===== src/rtl/vseq_pkg.sv =====
package vseq_pkg;
  localparam int XLEN = 64;

  typedef enum logic [2:0] {
    OP_ADD = 3'd0,
    OP_SUB = 3'd1,
    OP_AND = 3'd2,
    OP_OR  = 3'd3,
    OP_XOR = 3'd4
  } op_e;

  typedef enum logic [1:0] {
    EW_64 = 2'b00,
    EW_32 = 2'b01,
    EW_16 = 2'b10,
    EW_8  = 2'b11
  } ew_e;

  function automatic logic [XLEN-1:0] width_keep(input logic [1:0] ew);
    case (ew_e'(ew))
      EW_32:   width_keep = {{32{1'b0}}, {32{1'b1}}};
      EW_16:   width_keep = {{48{1'b0}}, {16{1'b1}}};
      EW_8:    width_keep = {{56{1'b0}}, {8{1'b1}}};
      default: width_keep = {XLEN{1'b1}};
    endcase
  endfunction

  function automatic logic [XLEN-1:0] scalar_op(input logic [XLEN-1:0] a,
                                                input logic [XLEN-1:0] b,
                                                input logic [2:0]      op);
    case (op)
      OP_ADD:  scalar_op = a + b;
      OP_SUB:  scalar_op = a - b;
      OP_AND:  scalar_op = a & b;
      OP_OR:   scalar_op = a | b;
      OP_XOR:  scalar_op = a ^ b;
      default: scalar_op = '0;
    endcase
  endfunction

  function automatic logic [XLEN-1:0] elem_op(input logic [XLEN-1:0] a,
                                              input logic [XLEN-1:0] b,
                                              input logic [2:0]      op,
                                              input logic [1:0]      ew);
    elem_op = scalar_op(a, b, op) & width_keep(ew);
  endfunction
endpackage


===== src/rtl/vseq_subctr.sv =====
module vseq_subctr #(
  parameter int VL_MAX = 64,
  localparam int IDXW = $clog2(VL_MAX),
  localparam int VLW  = $clog2(VL_MAX + 1)
) (
  input  logic            clk,
  input  logic            rst_n,
  input  logic            start,
  input  logic [VLW-1:0]  vl,
  output logic            accept,
  output logic            busy,
  output logic [IDXW-1:0] idx,
  output logic            last,
  output logic            done
);
  logic [VLW-1:0] vl_eff;
  logic [VLW-1:0] vl_q;

  assign vl_eff = (vl > VLW'(VL_MAX)) ? VLW'(VL_MAX) : vl;
  assign accept = start & ~busy;
  assign last   = busy & (VLW'(idx) == vl_q - VLW'(1));

  always_ff @(posedge clk) begin
    if (!rst_n) begin
      busy <= 1'b0;
      idx  <= '0;
      vl_q <= '0;
      done <= 1'b0;
    end else begin
      done <= 1'b0;
      if (accept) begin
        if (vl_eff == '0) begin
          done <= 1'b1;
        end else begin
          busy <= 1'b1;
          idx  <= '0;
          vl_q <= vl_eff;
        end
      end else if (busy) begin
        if (last) begin
          busy <= 1'b0;
          idx  <= '0;
          done <= 1'b1;
        end else begin
          idx <= idx + IDXW'(1);
        end
      end
    end
  end
endmodule


===== src/rtl/vseq_alu.sv =====
module vseq_alu
  import vseq_pkg::*;
(
  input  logic [XLEN-1:0] a,
  input  logic [XLEN-1:0] b,
  input  logic [2:0]      op,
  input  logic [1:0]      ew,
  output logic [XLEN-1:0] y
);
  assign y = elem_op(a, b, op, ew);
endmodule


===== src/rtl/vec_elem_seq.sv =====
module vec_elem_seq
  import vseq_pkg::*;
#(
  parameter int VL_MAX = 64,
  parameter int RF_AW  = 7,
  localparam int IDXW = $clog2(VL_MAX),
  localparam int VLW  = $clog2(VL_MAX + 1)
) (
  input  logic             clk,
  input  logic             rst_n,
  input  logic             start,
  input  logic [VLW-1:0]   vl,
  input  logic             pred_en,
  input  logic [VL_MAX-1:0] pred_mask,
  input  logic [1:0]       ew_code,
  input  logic [2:0]       op_sel,
  input  logic [RF_AW-1:0] base_d,
  input  logic [RF_AW-1:0] base_a,
  input  logic [RF_AW-1:0] base_b,
  output logic [RF_AW-1:0] rd_addr_a,
  output logic [RF_AW-1:0] rd_addr_b,
  input  logic [XLEN-1:0]  rd_data_a,
  input  logic [XLEN-1:0]  rd_data_b,
  output logic             busy,
  output logic [IDXW-1:0]  elem_idx,
  output logic             wr_en,
  output logic [RF_AW-1:0] wr_addr,
  output logic [XLEN-1:0]  wr_data,
  output logic             done
);
  localparam int NPORT = 3;

  logic              accept;
  logic              last;
  logic              pen_q;
  logic [VL_MAX-1:0] mask_q;
  logic [1:0]        ew_q;
  logic [2:0]        op_q;
  logic [RF_AW-1:0]  base_in [NPORT];
  logic [RF_AW-1:0]  base_q  [NPORT];
  logic [RF_AW-1:0]  addr    [NPORT];
  logic              elem_live;

  vseq_subctr #(.VL_MAX(VL_MAX)) u_ctr (
    .clk    (clk),
    .rst_n  (rst_n),
    .start  (start),
    .vl     (vl),
    .accept (accept),
    .busy   (busy),
    .idx    (elem_idx),
    .last   (last),
    .done   (done)
  );

  assign base_in[0] = base_d;
  assign base_in[1] = base_a;
  assign base_in[2] = base_b;

  always_ff @(posedge clk) begin
    if (!rst_n) begin
      pen_q  <= 1'b0;
      mask_q <= '0;
      ew_q   <= '0;
      op_q   <= '0;
    end else if (accept) begin
      pen_q  <= pred_en;
      mask_q <= pred_mask;
      ew_q   <= ew_code;
      op_q   <= op_sel;
    end
  end

  for (genvar k = 0; k < NPORT; k++) begin : g_port
    always_ff @(posedge clk) begin
      if (!rst_n) base_q[k] <= '0;
      else if (accept) base_q[k] <= base_in[k];
    end
    assign addr[k] = base_q[k] + RF_AW'(elem_idx);
  end

  assign wr_addr   = addr[0];
  assign rd_addr_a = addr[1];
  assign rd_addr_b = addr[2];

  assign elem_live = ~pen_q | mask_q[elem_idx];
  assign wr_en     = busy & elem_live;

  vseq_alu u_alu (
    .a  (rd_data_a),
    .b  (rd_data_b),
    .op (op_q),
    .ew (ew_q),
    .y  (wr_data)
  );
endmodule


===== config.mk =====
export PLATFORM = sky130hd
export DESIGN_NAME = vec_elem_seq
export DESIGN_NICKNAME = d
export VERILOG_FILES = /design/src/rtl/vseq_pkg.sv /design/src/rtl/vseq_subctr.sv /design/src/rtl/vseq_alu.sv /design/src/rtl/vec_elem_seq.sv
export SDC_FILE = /design/constraint.sdc
export NUM_CORES = 1
export LEC_CHECK = 0
export CORE_ASPECT_RATIO = 1.5
export CORE_UTILIZATION = 57
export CTS_BUF_LIST = sky130_fd_sc_hd__clkbuf_4 sky130_fd_sc_hd__clkbuf_8
export DETAILED_ROUTE_END_ITERATION = 16
export PLACE_DENSITY = 0.94
export SYNTH_ARGS = -nofsm -noshare
export SYNTH_HDL_FRONTEND = slang
export SYNTH_SLANG_ARGS = --single-unit

===== constraint.sdc =====
create_clock -name clk -period 19.25 [get_ports clk]
set_clock_uncertainty 0.05 [all_clocks]
set_input_delay 5.775 -clock clk [delete_from_list [all_inputs] [get_ports clk]]
set_output_delay 5.775 -clock clk [all_outputs]
set_load 0.01 [all_outputs]

Word level (Yosys, flattened, before mapping)
Memory sizes are Yosys's and may differ from the RTL's. Cells that the tools add are included.

Bits in registers: 85. Bits in writable memories: 21. Output and inout bits: 94. Memories kept: 1.

Add/subtract/negate cells: 7. Magnitude comparators: 2. Equality and inequality tests: 9. Muxes and demuxes: 24. Bitwise logic cells: 14. Reduce and logical (&&, ||, !) cells: 5.

Memory list: base_q (words 3, bits a word 7, rd ports 3, clocked after Yosys merged registers in 0, wr ports 3, line vec_elem_seq.sv:40) `logic [RF_AW-1:0] base_q [NPORT];`.

Operators with widths (count): $pmux W64 S5 (1); $pmux W64 S3 (1); $and A64 B64 Y64 (2); $add A64 B64 Y64 (1); $or A64 B64 Y64 (1); $sub A64 B64 Y64 (1); $xor A64 B64 Y64 (1); $mux W7 (4); $mux W6 (4); $add A7 B6 Y7 (3); $mux W1 (13); $eq A6 B7 Y1 (1); $gt A7 B7 Y1 const B (1); $logic_not A7 Y1 (1); $lt A6 B7 Y1 const B (1); $sub A7 B1 Y7 const B (1); $add A6 B1 Y6 const B (1); $bmux W1 S6 (1); $eq A3 B2 Y1 const B (2); $eq A2 B2 Y1 const B (2); $or A1 B1 Y1 (4); $reduce_and A2 Y1 (2); $and A1 B1 Y1 (3); $eq A3 B1 Y1 const B (1); 6 further kinds (8).

Longest topological paths before layout
Gate-level depths: netlist of run 1.

Depth after elaboration: 6. Mapped depth: 21.

By module
Synthesis of run 1 repeated with hierarchy kept, for this count alone.

Cell total of the unflattened synthesis: 1849. Area total of the unflattened synthesis: 14440.1 um^2.

Modules (own cells, without submodules): vseq_alu (times used 1, cells an instance 1328, area an instance 8896.0 um^2); vec_elem_seq (times used 1, cells an instance 405, area an instance 4593.2 um^2); vseq_subctr (times used 1, cells an instance 116, area an instance 950.9 um^2).

Worst setup path before layout of run 1
Ideal clock, no wire load.

Path kind: input -> output. From: in rd_data_b[14]. To: out wr_data[62]. Arrival: 9828 ps. Required time: 13425 ps. Path slack: 3597 ps. Stages on the path: 19. Cell sequence: or4_4 nor3_4 nand2_1 nor2_1 nand3_1 o41ai_1 xnor2_1 ha_1 clkbuf_1 nand2_1 or3_1 or3_1 nor3_1 o21ai_1 a21oi_1 a21oi_1 o31ai_1 xnor2_1 o21ai_1.

Word-level cells in the longest chain between the ends: 3. Elaborated cells on any way between the ends: 4. Those cells by class: add/sub: 2; mux: 1; bitwise: 1.

Ends and longest elaborated chain: start, declared (line vec_elem_seq.sv:23) `input logic [XLEN-1:0] rd_data_b,`; $sub A64 B64 Y64 or $add A64 B64 Y64 (tied branches) (line vseq_pkg.sv:33, vseq_pkg.sv:32); $pmux W64 S5 (*) (line vseq_pkg.sv:31) `case (op)`; $and A64 B64 Y64 (*) (line vseq_pkg.sv:45) `elem_op = scalar_op(a, b, op) & width_keep(ew);`; end, declared (line vec_elem_seq.sv:28) `output logic [XLEN-1:0] wr_data,`.

Every way passes the cells marked *; elsewhere a longest branch is shown, timed or not.

Worst setup path in the final report of run 1
From: in rd_data_b[2]. To: out wr_data[59].

The elaborated chain is that of the path after synthesis.

==> results.cfg, run 1 <==
[placed_design]
gp_congestion = 0.996
post-place-ws_ps = 1610
portBuffers = 322
dp_hpwl_um = 38500
dpl_cell_area_um2 = 17500
dp.cells = 2426

[clocking]
insertion_delay_ps = 390
clock_sinks = 106
ctsHoldBuffers = 0
clockBufferDepth = 2
htree_levels = 3
cts_buffers = 9
cts_tree = yes
clk_pin_slew_ps = 100
post_cts_buffers = 0
root_buffer = clkbuf_8
ctsResizeCount = 0

[timing]
min_period_ps = 17830
slew_headroom_pct = 37.4
fin_tns_setup_ps = 0
final.period_utilization_pct = 92.6
setup_viol = 0
fmaxAchievable_ghz = 0.0561
fin_hold_ws_ps = 421
fin_ws_ps = 1420
rsz0062_at_grt = no
finalHoldViolCount = 0
final-max-slew-violation-count = 0
worstMarginPinSlew_ps = 939

[synth]
synthTopCellsByCount = nand2_1 (238), ha_1 (212), inv_1 (171)
yosysTopAreaCell = ha_1
avgSynthCellArea_um2 = 7.55
synth_cell_types = 72
yosys-top-cells-area = ha_1 (19%), dfxtp_1 (12%), xnor2_1 (7.0%), nand2_1 (6.3%), a21oi_1 (5.2%)
synth_seq_cells = 106
yosysMostFrequentCell = nand2_1
synth_edf_count = 21
synth_nets = 2322
ys_warn_count = 0
synthCells = 1877
yosysTopAreaCellShare_pct = 18.7
synth-main-ff-cell = dfxtp_1
synth.yosys.seq_area_share_pct = 16.5
netlist_area_um2 = 14200
async_reset_ff_share_pct = 0

[power]
power.density_nw_per_um2 = 56.1
comb_power_share_pct = 60.2
p_clk_share_pct = 14.7
p_int_w = 0.000584
max-vdd-ir-drop_mv = 0.0910
power.net_switching_w = 0.000409
p_leak_nw = 7.61
sequentialPowerShare_pct = 25.2
netSwitchingFraction_pct = 41.2

[floorplanning]
fp.dieH_um = 195
rows = 70
ios = 323
die_area_um2 = 25500
die_x_um = 131
start_util_pct = 58.0
core_area_um2 = 24400

[final_layout]
stdcell_area_um2 = 17700
instances_no_fill = 2442
nFillCells = 1827
area_growth_pct = 24.9
final_nets = 2558
num_antenna_cells = 0
drive_above_1_share_pct = 3.59

[grt]
grt_usage_pct = 38.8
grt_pass1_wl_um = 77800
grt_pass1_vias = 15800
grt_overflow_total = 0
antenna_found_initial = 5
grt_max_degree = 108

[setup_path]
path_class = input pin to output pin
crit_path_end_kind = output pin
cp.arrival_ps = 12000
r2r_setup_slack_ps = 16140
reg2reg_depth = 9
crit_fanout = 7
startpoint = rd_data_b[2]
rr_endpoint = u_ctr.idx[3]
worst_ep_required_time_ps = 13430
startpoint_type = input pin
crit_path_end = wr_data[59]
regToRegStartpoint = u_ctr.idx[2]

[route]
ant_nets = 0
wl_per_cell_um = 20.7
routed_wirelength_um = 50500
vias = 15400
drc = 0
avgViaCountPerCell = 6.33
initialDrtViolationCount = 1087
drt_pass1_iterations = 6

[hold_path]
holdCritPathClass = register to register

[run_status]
status = finished clean

[flow_run]
cap_violations = 0
[layer usage]
| metal | vias up | part of all wire [%] | wire, µm | global-route usage [%] |
|---|---|---|---|---|
| li1 | 7147 | - | - | - |
| met1 | 7157 | 34 | 17200 | 38.1 |
| met2 | 858 | 51 | 25700 | 71.2 |
| met3 | 276 | 7.6 | 3820 | 7.32 |
| met4 | 10 | 7.3 | 3700 | 27.6 |
| met5 | - | 0.14 | 70 | 0 |
[layout by cell type, fill, tap and decap left out, types with 8 or more instances in the layout]
cell type	Yosys	routed
buf_4	0	14
a22oi_1	66	66
a21o_1	43	43
nor3_1	26	26
nor2b_1	15	12
nor2_1	102	101
inv_1	171	171
nand4_1	23	23
o21ai_1	10	10
nand2_1	238	238
o31ai_1	15	15
mux4_2	21	21
a21boi_0	81	81
ha_1	212	212
o21bai_1	26	26
o22ai_1	63	63
edfxtp_1	21	21
xor2_1	27	27
or3_1	13	13
clkbuf_8	0	10
and3_1	26	26
clkdlybuf4s50_1	0	321
dfxtp_1	85	84
a21oi_1	148	148
nor4_1	10	10
o21ai_0	63	63
a31oi_1	17	17
o41ai_1	8	8
nand3_1	24	24
xnor2_1	113	113
[registers in the layout, indices dropped and copies added, names as in the netlist]
name	cells
ew_q	2
pen_q	1
mask_q	64
u_ctr.done	1
u_ctr.busy	1
u_ctr.vl_q	7
base_q	21
op_q	3
u_ctr.idx	6
[through the flow]
step           utilization (%)  total power, W
3_3_place_gp              71.6        0.000828
4_1_cts                   72.5        0.000982
6_report                  72.5        0.000993
2_1_floorplan                -        0.000589
3_5_place_dp              71.6        0.000838
5_1_grt                   72.5         0.00105
[critical path, stage by stage]
cell and delay [ps]:
clkdlybuf4s50_1 490, nor4_1 680, nand2_1 350, nand4b_4 340, or3_1 540, nor3_1 580
a31oi_1 190, xnor2_1 170, ha_1 380, a211o_1 320, o22ai_1 250, nor3_1 130
inv_1 70, o22ai_1 50, a31oi_1 530, o221ai_1 230, xnor2_1 200, o21ai_0 170
clkdlybuf4s50_1 560
[worst min path at each step]
stage | from | slack [ps] | cells past startpoint | end
after floorplan | mask_q[62] | 390 | 2 | mask_q[62]
after global routing | mask_q[37] | 440 | 2 | mask_q[37]
final | mask_q[0] | 420 | 2 | mask_q[0]
after CTS | mask_q[16] | 420 | 2 | mask_q[16]
after detailed placement | mask_q[16] | 410 | 2 | mask_q[16]
after global placement | mask_q[56] | 400 | 2 | mask_q[56]
[cell type report]
class / instances / area, µm² / share of cell area (%)
inverter: 171 / 642 / 3.62
clock inverter: 5 / 60.1 / 0.339
tap: 324 / 405 / 2.29
timing repair buffer: 336 / 3320 / 18.8
clock buffer: 11 / 145 / 0.820
multi-input combinational: 1489 / 10800 / 61.0
sequential: 106 / 2330 / 13.2
[logic make-up after synthesis]
logic type | after synthesis | share of synthesized area (%)
muxes | 22 | 3.42
AOI/OAI and AO/OA | 595 | 27.5
DFF | 106 | 16.5
and+or+nand+nor | 515 | 17.0
xor gates and xnor gates | 141 | 8.77
adders and majority gates | 216 | 19.3
buffers and inverters | 282 | 7.57
[power groups by stage]
stage	registers (W)	logic, W	clock network (W)
after CTS	0.000250	0.000588	0.000145
after global routing	0.000251	0.000643	0.000153
final	0.000250	0.000597	0.000146
after global placement	0.000253	0.000575	0
after detailed placement	0.000254	0.000584	0
after floorplan	0.000251	0.000339	0
No activity file was read; power rests on OpenSTA's default activity.
==> run 2, diff against run 1 <==
- CORE_MARGIN: unset -> 3
==> run 2 against run 1 <==
Compared with the run above:
- die area rose by 5.2%
- core utilization down 0.072 points
- sequential share of layout area about the same
- global-route usage shrank 2.7 points
- worst setup slack got worse by 210 ps
- highest routed layer unchanged
==> results.cfg, run 2 (synthesis gave the netlist of run 1 again) <==
[floorplanning]
fp.dieH_um = 199
ios = 323
rows = 70
core_area_um2 = 24400
start_util_pct = 58.0
die_x_um = 135
die_area_um2 = 26800

[clocking]
clock_sinks = 106
ctsHoldBuffers = 0
ctsResizeCount = 0
cts_buffers = 9
cts_tree = yes
post_cts_buffers = 0
root_buffer = clkbuf_8
htree_levels = 3
insertion_delay_ps = 390
clockBufferDepth = 2
clk_pin_slew_ps = 100

[route]
initialDrtViolationCount = 1252
wl_per_cell_um = 20.7
ant_nets = 0
drc = 0
vias = 15500
avgViaCountPerCell = 6.36
routed_wirelength_um = 50600
drt_pass1_iterations = 8

[timing]
min_period_ps = 18040
final-max-slew-violation-count = 0
finalHoldViolCount = 0
fin_tns_setup_ps = 0
slew_headroom_pct = 30.1
fmaxAchievable_ghz = 0.0554
rsz0062_at_grt = no
final.period_utilization_pct = 93.7
worstMarginPinSlew_ps = 1040
setup_viol = 0

[grt]
grt_pass1_wl_um = 78500
grt_pass1_vias = 15800
grt_max_degree = 108
grt_usage_pct = 36.2
grt_overflow_total = 0
antenna_found_initial = 2

[setup_path]
r2r_setup_slack_ps = 16090
path_class = input pin to output pin
startpoint_type = input pin
reg2reg_depth = 9
crit_fanout = 7
cp.arrival_ps = 12210
crit_path_end_kind = output pin
worst_ep_required_time_ps = 13430

[run_status]
status = finished clean

[power]
power.density_nw_per_um2 = 55.5
max-vdd-ir-drop_mv = 0.0744
sequentialPowerShare_pct = 25.5
comb_power_share_pct = 60.9
p_int_w = 0.000568
p_leak_nw = 7.60
power.net_switching_w = 0.000414
p_clk_share_pct = 13.5
netSwitchingFraction_pct = 42.2

[flow_run]
cap_violations = 0

[final_layout]
regMostFlops = mask_q
drive_above_1_share_pct = 3.59
final_cell_mix = clkdlybuf4s50_1 (321), nand2_1 (238), ha_1 (212)
mostFrequentLayoutCell = clkdlybuf4s50_1
largestRegisters = mask_q x64, base_q x21, u_ctr.vl_q x7
final_util_pct = 72.4
final_nets = 2558
largest_reg_flops = 64
area_growth_pct = 24.8
nFillCells = 1848
instances_no_fill = 2443

[hold_path]
hold_path_depth = 2
holdCritPathClass = register to register

[placed_design]
gp_congestion = 1.03
dp_hpwl_um = 39200
portBuffers = 322
dp.cells = 2426
==> run 2: power by group through the flow <==
| stage | Combinational [W] | Sequential [W] | Clock [W] |
|---|---|---|---|
| final | 0.000598 | 0.000251 | 0.000133 |
| after global routing | 0.000646 | 0.000252 | 0.000140 |
| after CTS | 0.000589 | 0.000250 | 0.000133 |
| after detailed placement | 0.000585 | 0.000255 | 0 |
| after global placement | 0.000575 | 0.000254 | 0 |
| after floorplan | 0.000339 | 0.000251 | 0 |
==> run 2: area by class of cell <==
cell class,count,area [µm²],share of cell area (%)
antenna,1,2.50,0.0141
clock buffer,9,124,0.700
clock inverter,7,61.3,0.347
inverter,171,642,3.63
multi-input combinational,1489,10800,61.0
sequential,106,2330,13.2
tap,324,405,2.29
timing repair buffer,336,3320,18.8
==> run 2: critical path, cell delays in order <==
cell and delay, ps:
clkdlybuf4s50_1 480, nor4_1 910, nand2_1 410, nor2_1 450, nand3_1 300, o41ai_1 480, xnor2_1 120, ha_1 400
a21o_1 210, a21o_1 160, a21oi_1 170, o21ai_0 110, a21oi_1 360, o22ai_1 150, a31oi_1 550, o221ai_1 240
xnor2_1 190, o21ai_0 170, clkdlybuf4s50_1 560
==> run 2: worst paths after layout <==
kind	endpoint	startpoint
setup / recovery	wr_data[59]	rd_data_b[2]
hold reg to reg	mask_q[9]	mask_q[9]
setup reg to reg	u_ctr.idx[3]	u_ctr.idx[2]
hold / removal	mask_q[9]	mask_q[9]
==> run 2: per-layer routing <==
metal	routed length (µm)	GRT usage, %	share of wire (%)	vias up
met3	4070	6.57	8.0	249
met4	3370	23.6	6.7	2
li1	-	-	-	7143
met1	17000	37.1	34	7244
met5	13	0	0.026	-
met2	26200	66.7	52	906
==> run 2: through the flow <==
stage / area (µm²) / hold WS (ps) / setup WS, ps / power (W)
after detailed placement: 17500 / 406 / 1670 / 0.000840
after floorplan: 14200 / 390 / 3600 / 0.000589
after CTS: 17700 / 424 / 1650 / 0.000973
after global placement: 17500 / 399 / 1620 / 0.000829
final: 17700 / 421 / 1210 / 0.000982
after global routing: 17700 / 443 / 921 / 0.00104
==> run 3, diff against run 2 <==
- CORE_UTILIZATION: 57 -> 44
- PLACE_DENSITY: 0.94 -> 0.76
- SYNTH_HIERARCHICAL: unset -> 1
==> run 3 against run 2 <==
Compared with the run above:
- worst setup slack improved by 450 ps
- flip-flop and latch count unchanged
- largest cell class unchanged
- first-iteration DRC count decreased by 3.4%
- cell count increased by 2.9%
- via count decreased by 3.1%
- worst hold slack improved by 51 ps
- combinational power increased by 8.5%
- critical endpoint is now wr_data[52]
- critical path depth increased by 3
- die area increased by 31%
==> results.cfg, run 3 <==
[run_status]
status = finished clean

[setup_path]
worst_ep_required_time_ps = 13430
path_class = input pin to output pin
crit_path_end_kind = output pin
cp.arrival_ps = 11770
crit_fanout = 9
startpoint_type = input pin

[clocking]
ctsResizeCount = 0
cts_tree = yes
clockBufferDepth = 2
post_cts_buffers = 0
cts_buffers = 9
root_buffer = clkbuf_8
insertion_delay_ps = 380
clk_pin_slew_ps = 110
htree_levels = 3
clock_sinks = 106
ctsHoldBuffers = 0

[power]
netSwitchingFraction_pct = 42.2
power.net_switching_w = 0.000444
max-vdd-ir-drop_mv = 0.0346
p_clk_share_pct = 14.2
power.density_nw_per_um2 = 58.1
p_leak_nw = 7.84
sequentialPowerShare_pct = 24.1
p_int_w = 0.000608
comb_power_share_pct = 61.6

[placed_design]
post-place-ws_ps = 1720
portBuffers = 322
gp_congestion = 0.933
dp.cells = 2495
dp_hpwl_um = 41600

[grt]
grt_use_met2_pct = 53.0
grt_max_degree = 97
grt_usage_pct = 28.5
grt.met3_usage_pct = 3.58
grt_overflow_total = 0
antenna_found_initial = 2
use_met1_pct = 32.3
grt_pass1_wl_um = 81400
grt_pass1_vias = 15100
grt_busiest_layer = met2

[route]
initialDrtViolationCount = 1210
routed_wirelength_um = 52700
drc = 0
wl_per_cell_um = 21.0
ant_nets = 0
vias = 15100
drt_pass1_iterations = 7
avgViaCountPerCell = 6.00

[timing]
rsz0062_at_grt = no
fmaxAchievable_ghz = 0.0568
fin_ws_ps = 1660
final.period_utilization_pct = 91.4
final-max-slew-violation-count = 0
setup_viol = 0
worstMarginPinSlew_ps = 1040
min_period_ps = 17590
fin_tns_setup_ps = 0
slew_headroom_pct = 30.9
finalHoldViolCount = 0

[final_layout]
multi_input_area_um2 = 11100
register_area_um2 = 2340
final_util_pct = 56.5
largestRegisters = mask_q x64, base_q x21, u_ctr/vl_q x7
nFillCells = 3001
regMostFlops = mask_q
final_cell_mix = clkdlybuf4s50_1 (321), ha_1 (212), inv_1 (169)
largest_reg_flops = 64
final_nets = 2541
mostFrequentLayoutCell = clkdlybuf4s50_1
area_growth_pct = 25.4
drive_above_1_share_pct = 4.71
instances_no_fill = 2513

[floorplanning]
ios = 323
fp.dieH_um = 228
rows = 80
die_x_um = 154
start_util_pct = 45.1
core_area_um2 = 32000
die_area_um2 = 35100

[synth]
synthCells = 1848
avgSynthCellArea_um2 = 7.81
ys_warn_count = 6
synth_nets = 2293
netlist_area_um2 = 14400

[hold_path]
holdCritPathClass = register to register

[flow_run]
cap_violations = 0
==> run 3: per-stage QoR <==
stage | hold slack, ps | area [µm²] | total power (W)
after floorplan | 418 | 14400 | 0.000624
after global placement | 441 | 17900 | 0.000891
after detailed placement | 451 | 17900 | 0.000896
after CTS | 465 | 18100 | 0.00105
after global routing | 497 | 18100 | 0.00111
final | 472 | 18100 | 0.00105
==> run 3: path summary, 6_finish.rpt <==
check / start / end / slack [ps] / cells past startpoint
max: rd_data_b[11] / wr_data[52] / 1660 / 22
max reg2reg: u_ctr/vl_q[0] / u_ctr/idx[5] / 16320 / 8
min: mask_q[60] / mask_q[60] / 470 / 2
min reg2reg: mask_q[60] / mask_q[60] / 470 / 2
==> run 3: power groups by stage <==
stage	Clock, W	Sequential [W]	Combinational, W
2_1_floorplan	0	0.000254	0.000370
3_3_place_gp	0	0.000258	0.000633
3_5_place_dp	0	0.000259	0.000637
4_1_cts	0.000153	0.000254	0.000643
5_1_grt	0.000159	0.000256	0.000697
6_report	0.000150	0.000254	0.000649
==> run 3: routing by layer <==
layer	wire, µm	part of all wire (%)
met1	20000	38
met2	27000	51
met3	3360	6.4
met4	2340	4.4
met5	0	0
==> run 3: area by class of cell <==
cell class                      count  share of cell area [%]
Inverter                          170                    3.53
Multi-Input combinational cell   1471                    61.1
Timing Repair Buffer              338                    18.4
Clock inverter                      4                   0.325
Tap cell                          410                    2.84
Sequential cell                   106                    12.9
Clock buffer                       12                   0.844
Antenna cell                        2                  0.0277
==> run 3: worst max-delay path, cell delays in order <==
cell and delay (ps):
clkdlybuf4s50_1 530, nor4_4 410, nand4_2 240, or2_2 380, nor2_1 260, nand3_1 140
or3_1 380, nor3_2 210, a31oi_1 140, xnor2_1 160, ha_1 430, and4_1 260
and2b_1 210, and2_1 160, a21boi_0 200, a21bo_2 260, a31o_2 310, o31ai_2 280
xor2_1 220, a222oi_1 110, nor2_1 140, clkdlybuf4s50_1 560
